**src/rtl/mix_pkg.sv**
```systemverilog
package mix_pkg;

    // Opacity weights: 4 bits, with unity opacity at 1 << MIX_WT_FRAC.
    localparam int MIX_WT_W    = 4;
    localparam int MIX_WT_FRAC = 3;
    localparam int MIX_WT_ONE  = 1 << MIX_WT_FRAC;

    typedef logic [MIX_WT_W-1:0] mix_wt_t;

    // Weights actually applied to the two layers for one pixel.
    typedef struct packed {
        mix_wt_t bot;
        mix_wt_t top;
    } mix_wt_pair_t;

endpackage

```
**src/rtl/mix_wt_select.sv**
```systemverilog
module mix_wt_select
    import mix_pkg::*;
#(
    parameter int PIX_W = 8
) (
    input  logic [PIX_W-1:0] pix_top,
    input  logic [PIX_W-1:0] key_color,
    input  mix_wt_t          wt_bot_open,
    input  mix_wt_t          wt_top_open,
    input  mix_wt_t          wt_bot_keyed,
    output logic             keyed,
    output mix_wt_pair_t     wt_sel
);

    localparam mix_wt_t WT_ONE = mix_wt_t'(MIX_WT_ONE);

    // Saturate any weight above unity down to unity.
    function automatic mix_wt_t clamp_wt(input mix_wt_t w);
        return (w > WT_ONE) ? WT_ONE : w;
    endfunction

    // Equality comparator on the full overlay word.
    assign keyed = (pix_top == key_color);

    // Weight multiplexers steered by the comparator.
    always_comb begin
        if (keyed) begin
            wt_sel.bot = clamp_wt(wt_bot_keyed);
            wt_sel.top = '0;
        end else begin
            wt_sel.bot = clamp_wt(wt_bot_open);
            wt_sel.top = clamp_wt(wt_top_open);
        end
    end

endmodule

```
**src/rtl/mix_scale.sv**
```systemverilog
module mix_scale
    import mix_pkg::*;
#(
    parameter int W = 3
) (
    input  logic [W-1:0] comp,
    input  mix_wt_t      wt,
    output logic [W-1:0] scaled
);

    localparam int PW = W + MIX_WT_W;

    logic [PW-1:0] prod;

    // Weight is at most unity, so the shifted product fits back into W bits.
    assign prod   = PW'(comp) * PW'(wt);
    assign scaled = W'(prod >> MIX_WT_FRAC);

endmodule

```
**src/rtl/mix_sat_add.sv**
```systemverilog
module mix_sat_add #(
    parameter int W = 3
) (
    input  logic [W-1:0] a,
    input  logic [W-1:0] b,
    output logic [W-1:0] y
);

    logic [W:0] sum;

    assign sum = {1'b0, a} + {1'b0, b};
    // The carry is spread over every bit, so an overflow pins the field at full scale.
    assign y   = sum[W-1:0] | {W{sum[W]}};

endmodule

```
**src/rtl/layer_mixer.sv**
```systemverilog
module layer_mixer
    import mix_pkg::*;
#(
    parameter int RED_W   = 3,
    parameter int GREEN_W = 3,
    parameter int BLUE_W  = 2
) (
    input  logic                              clk,
    input  logic                              rst_n,
    input  logic [RED_W+GREEN_W+BLUE_W-1:0]   pix_bot,
    input  logic [RED_W+GREEN_W+BLUE_W-1:0]   pix_top,
    input  logic [RED_W+GREEN_W+BLUE_W-1:0]   key_color,
    input  logic [MIX_WT_W-1:0]               wt_bot_open,
    input  logic [MIX_WT_W-1:0]               wt_top_open,
    input  logic [MIX_WT_W-1:0]               wt_bot_keyed,
    input  logic                              hsync_in,
    input  logic                              vsync_in,
    input  logic                              blank_in,
    output logic [RED_W+GREEN_W+BLUE_W-1:0]   pix_out,
    output logic                              hsync_out,
    output logic                              vsync_out,
    output logic                              blank_out
);

    localparam int PIX_W  = RED_W + GREEN_W + BLUE_W;
    localparam int N_COMP = 3;
    localparam mix_wt_t WT_ONE = mix_wt_t'(MIX_WT_ONE);

    logic              keyed;
    mix_wt_pair_t      wt_sel;
    logic [PIX_W-1:0]  pix_mix;

    mix_wt_select #(.PIX_W(PIX_W)) u_sel (
        .pix_top      (pix_top),
        .key_color    (key_color),
        .wt_bot_open  (wt_bot_open),
        .wt_top_open  (wt_top_open),
        .wt_bot_keyed (wt_bot_keyed),
        .keyed        (keyed),
        .wt_sel       (wt_sel)
    );

    // Component lanes: index 0 is blue (LSBs), 1 green, 2 red (MSBs).
    for (genvar gi = 0; gi < N_COMP; gi++) begin : g_lane
        localparam int CW  = (gi == 0) ? BLUE_W : (gi == 1) ? GREEN_W : RED_W;
        localparam int LSB = (gi == 0) ? 0 : (gi == 1) ? BLUE_W : BLUE_W + GREEN_W;

        logic [CW-1:0] c_bot, c_top, s_bot, s_top, c_mix;

        assign c_bot = pix_bot[LSB +: CW];
        assign c_top = pix_top[LSB +: CW];

        mix_scale #(.W(CW)) u_scale_bot (.comp(c_bot), .wt(wt_sel.bot), .scaled(s_bot));
        mix_scale #(.W(CW)) u_scale_top (.comp(c_top), .wt(wt_sel.top), .scaled(s_top));
        mix_sat_add #(.W(CW)) u_add (.a(s_bot), .b(s_top), .y(c_mix));

        assign pix_mix[LSB +: CW] = c_mix;

        // A unity-bounded weight never grows a field.
        assert_scale_bound_R2: assert property (@(posedge clk) disable iff (!rst_n)
            (s_bot <= c_bot) && (s_top <= c_top));

        // A saturating sum never drops below either term.
        assert_no_wrap_R3: assert property (@(posedge clk) disable iff (!rst_n)
            (c_mix >= s_bot) && (c_mix >= s_top));
    end

    // Output pipeline register, with the sync flags held in step.
    always_ff @(posedge clk or negedge rst_n) begin
        if (!rst_n) begin
            pix_out   <= '0;
            hsync_out <= 1'b0;
            vsync_out <= 1'b0;
            blank_out <= 1'b1;
        end else begin
            pix_out   <= pix_mix;
            hsync_out <= hsync_in;
            vsync_out <= vsync_in;
            blank_out <= blank_in;
        end
    end

    assert_wt_clamp_R4: assert property (@(posedge clk) disable iff (!rst_n)
        (wt_sel.bot <= WT_ONE) && (wt_sel.top <= WT_ONE));

    assert_key_drops_top_R6: assert property (@(posedge clk) disable iff (!rst_n)
        keyed |-> (wt_sel.top == '0));

    assert_key_full_pass_R6: assert property (@(posedge clk) disable iff (!rst_n)
        ((pix_top == key_color) && (wt_bot_keyed >= WT_ONE)) |=> (pix_out == $past(pix_bot)));

    assert_zero_weights_R5: assert property (@(posedge clk) disable iff (!rst_n)
        ((pix_top != key_color) && (wt_bot_open == '0) && (wt_top_open == '0)) |=> (pix_out == '0));

endmodule

```
**config.mk**
```make
export PLATFORM = sky130hd
export DESIGN_NAME = layer_mixer
export DESIGN_NICKNAME = d
export VERILOG_FILES = /design/src/rtl/mix_pkg.sv /design/src/rtl/mix_wt_select.sv /design/src/rtl/mix_scale.sv /design/src/rtl/mix_sat_add.sv /design/src/rtl/layer_mixer.sv
export SDC_FILE = /design/constraint.sdc
export NUM_CORES = 1
export LEC_CHECK = 0
export BUFFER_PORTS_ARGS = -buffer_cell sky130_fd_sc_hd__buf_2
export CORE_ASPECT_RATIO = 0.7
export CORE_MARGIN = 8
export CORE_UTILIZATION = 58
export CTS_CLUSTER_SIZE = 14
export DETAILED_ROUTE_END_ITERATION = 8
export PLACE_DENSITY = 0.95
export SLEW_MARGIN = 30
export SYNTH_ARGS = -nofsm -noshare
export SYNTH_HDL_FRONTEND = slang
export SYNTH_SLANG_ARGS = --single-unit
```
**constraint.sdc**
```tcl
create_clock -name clk -period 1.3 [get_ports clk]
set_input_delay 0.39 -clock clk [delete_from_list [all_inputs] [get_ports clk]]
set_output_delay 0.39 -clock clk [all_outputs]
set_load 0.05 [all_outputs]
```
==> impl_metrics.env <==
export IMPL_outcome="finished with violations"
export IMPL_violations="DRC, setup timing"
export IMPL_wl_um=11900
export IMPL_crit_family="adder cells"
export IMPL_grt_first_pass_wirelength_um=11700
export IMPL_post_route_period_util_pct=331
export IMPL_crit_end="pix_out[7]$_DFF_PN0_"
export IMPL_yosys_cell_types_count=37
export IMPL_fill_cells=63
export IMPL_synth_nets=289
export IMPL_grtUsageTotal_pct=27.1
export IMPL_fp_row_count=17
export IMPL_viasPerCell=7.58
export IMPL_slew_headroom_pct=54.4
export IMPL_cts_root_buf="clkbuf_8"
export IMPL_dp_hpwl_um=4840
export IMPL_portBuffers=51
export IMPL_synth_ff_type="dfrtp_1"
export IMPL_max_stage_delay_ps=600
export IMPL_endpoint_kind="flip-flop"
export IMPL_vias=2660
export IMPL_clock_fmax_mhz=232
export IMPL_fin_crit_ps=4300
export IMPL_grt_max_degree=12
export IMPL_htreeDepth=1
export IMPL_synth_area_leader_cell="fa_1"
export IMPL_ys_top_cells_by_area="fa_1, ha_1, dfrtp_1, xor2_1, nand2_1"
export IMPL_antenna_found_initial=1
export IMPL_hold_ws_ps=17.4
export IMPL_gp_congestion=0.913
export IMPL_setup_violations=9
export IMPL_rsz0062_at_grt="true"
export IMPL_path_buf_inv=4
export IMPL_p_per_area_nw_per_um2=824
export IMPL_hold_path_class="in2async"
export IMPL_drc=70
export IMPL_synth_edf_count=0
export IMPL_worst_slew_pin_slew_ps=683
export IMPL_synth_avg_cell_area_um2=8.89
export IMPL_multi_input_area_um2=1860
export IMPL_syn2layout_area_growth_pct=60.6
export IMPL_cp_arrival_ps=4420
export IMPL_finalHoldViolCount=0
export IMPL_cts_tree="yes"
export IMPL_path_cells="buf_6 -> xor2_4 -> nor4_4 -> nand2_4 -> o21ai_4 -> buf_6 -> nand2_2 -> fa_1 -> inv_2 -> buf_6 -> ha_4 -> nand2_1 -> o41ai_2 -> xnor2_1 -> ha_1 -> mux2i_1 -> or2_4"
export IMPL_place_ws_ps=-2670
export IMPL_yosysSeqAreaShare_pct=14.8
export IMPL_io_pins=52
export IMPL_syn_inst=210
export IMPL_fp_coreArea_um2=3110
export IMPL_dieArea_um2=5320
export IMPL_layout_setup_ws_ps=-3000
export IMPL_peakVddDrop_mv=0.681
export IMPL_yosys_top_cells_count="nand2_1, ha_1, inv_1"
export IMPL_grt_pass1_vias=2289
export IMPL_hold_buffers=0
export IMPL_crit_fanout=5
export IMPL_synth_async_reset_ratio_pct=100
export IMPL_ys_warn_count=0
export IMPL_yosysTopAreaCellShare_pct=16.1
export IMPL_grt_ovfl_total=0
export IMPL_setup_tns_final_ps=-22520
export IMPL_drtAntennaViolNets=0
export IMPL_cts_buffers=3
export IMPL_cp_depth=17
export IMPL_yosysMostFrequentCell="nand2_1"
export IMPL_die_x_um=83.8
export IMPL_register_area_um2=277
export IMPL_cts_path_max_buffers=2
export IMPL_drv_cap=0
export IMPL_leakage_nw=1.51
export IMPL_synth_area_um2=1870
export IMPL_maxSlewViolCount=0
export IMPL_drive_above_1_share_pct=54.8
export IMPL_die_y_um=63.5
export IMPL_drt_iter0_drc=547
export IMPL_crit_required_ps=1420
export IMPL_start_util_pct=60.1
export IMPL_post_drt_wl_per_cell_um=33.9
export IMPL_nets=392
export IMPL_cts_sinks=11
export IMPL_clk_pin_slew_ps=50
export IMPL_path_class="in2reg"
export IMPL_drtPass1Iterations=9
export IMPL_synth_seq_cells=11
export IMPL_path_common_cell="buf_6"
export IMPL_cp_slowest_cell="fa_1"
export IMPL_start_kind="input pin"
export IMPL_critPathLaunch="key_color[4]"
[metrics by stage]
stage          total power, mW  instances  utilization (%)  cell area, um^2
4_1_cts                   2.12        344             90.7             2820
2_1_floorplan             1.27        210                -             1980
3_3_place_gp              1.61        332             81.0             2510
5_1_grt                   2.52        351             96.5             3000
6_report                  2.47        351             96.5             3000
3_5_place_dp              1.67        332             81.0             2510
[where the power goes]
part           internal (mW)  switching, mW
clock network          0.214          0.116
registers              0.432         0.0328
logic                  0.616           1.06
[metal layers]
metal,GRT usage (%),share of wire (%),up-vias,wire [um]
li1,-,-,916,-
met1,31.1,29,1157,3470
met2,43.7,40,405,4710
met3,7.19,18,182,2160
met4,18.0,13,0,1570
met5,0,0,-,0
[what timing repair did]
| action | CTS | global route |
|---|---|---|
| endpoints found under the hold margin | 0 | 0 |
| setup endpoints to repair | 9 | 8 |
| resized for setup | 40 | 31 |
| pin swaps | 23 | 36 |
| setup buffers | 8 | 6 |
[worst min path at each step]
stage,end,cells past startpoint
2_1_floorplan,hsync_out$_DFF_PN0_,0
3_3_place_gp,pix_out[5]$_DFF_PN0_,1
3_5_place_dp,pix_out[5]$_DFF_PN0_,1
4_1_cts,pix_out[5]$_DFF_PN0_,1
5_1_grt,hsync_out$_DFF_PN0_,1
6_report,pix_out[5]$_DFF_PN0_,1
[cell families (layout without fill, tap and decap cells)]
family | Yosys count | after routing | synth area share (%)
AND/OR/NAND/NOR | 92 | 92 | 27.0
XOR/XNOR | 24 | 24 | 11.3
other | 0 | 1 | 0
flip-flops | 11 | 11 | 14.8
multiplexers | 6 | 6 | 4.16
adder cells (fa/ha/maj) | 38 | 38 | 31.5
buffers and inverters | 21 | 123 | 4.49
AO/OA/AOI/OAI | 18 | 18 | 6.77
[registers in the layout (all words and copies together), names as in the netlist]
| name | cells |
|---|---|
| hsync_out | 1 |
| blank_out | 1 |
| pix_out | 8 |
| vsync_out | 1 |
[placed cells by master (no fill, tap or decap), types with 3 or more instances in the layout]
cell,instances
fa_2,7
nand3_1,9
inv_1,12
ha_1,15
nand2_2,5
and3_1,13
fa_1,8
xor2_2,5
a21o_1,4
clkbuf_8,3
nand2_1,21
dfrtp_1,10
inv_2,6
and2_1,8
xnor2_1,9
ha_4,7
mux2i_1,4
xor2_1,7
nand2b_1,4
buf_4,45
nor2_1,3
nand3b_1,4
buf_2,43
buf_6,12
or2_4,4
[final cells by class]
class / count / area share [%]
Antenna cell: 1 / 0.0835
Clock buffer: 4 / 1.50
Inverter: 18 / 2.25
Multi-Input combinational cell: 178 / 61.9
Sequential cell: 11 / 9.22
Tap cell: 38 / 1.59
Timing Repair Buffer: 101 / 23.5
Note: power is estimated with default switching activity, not from simulation.
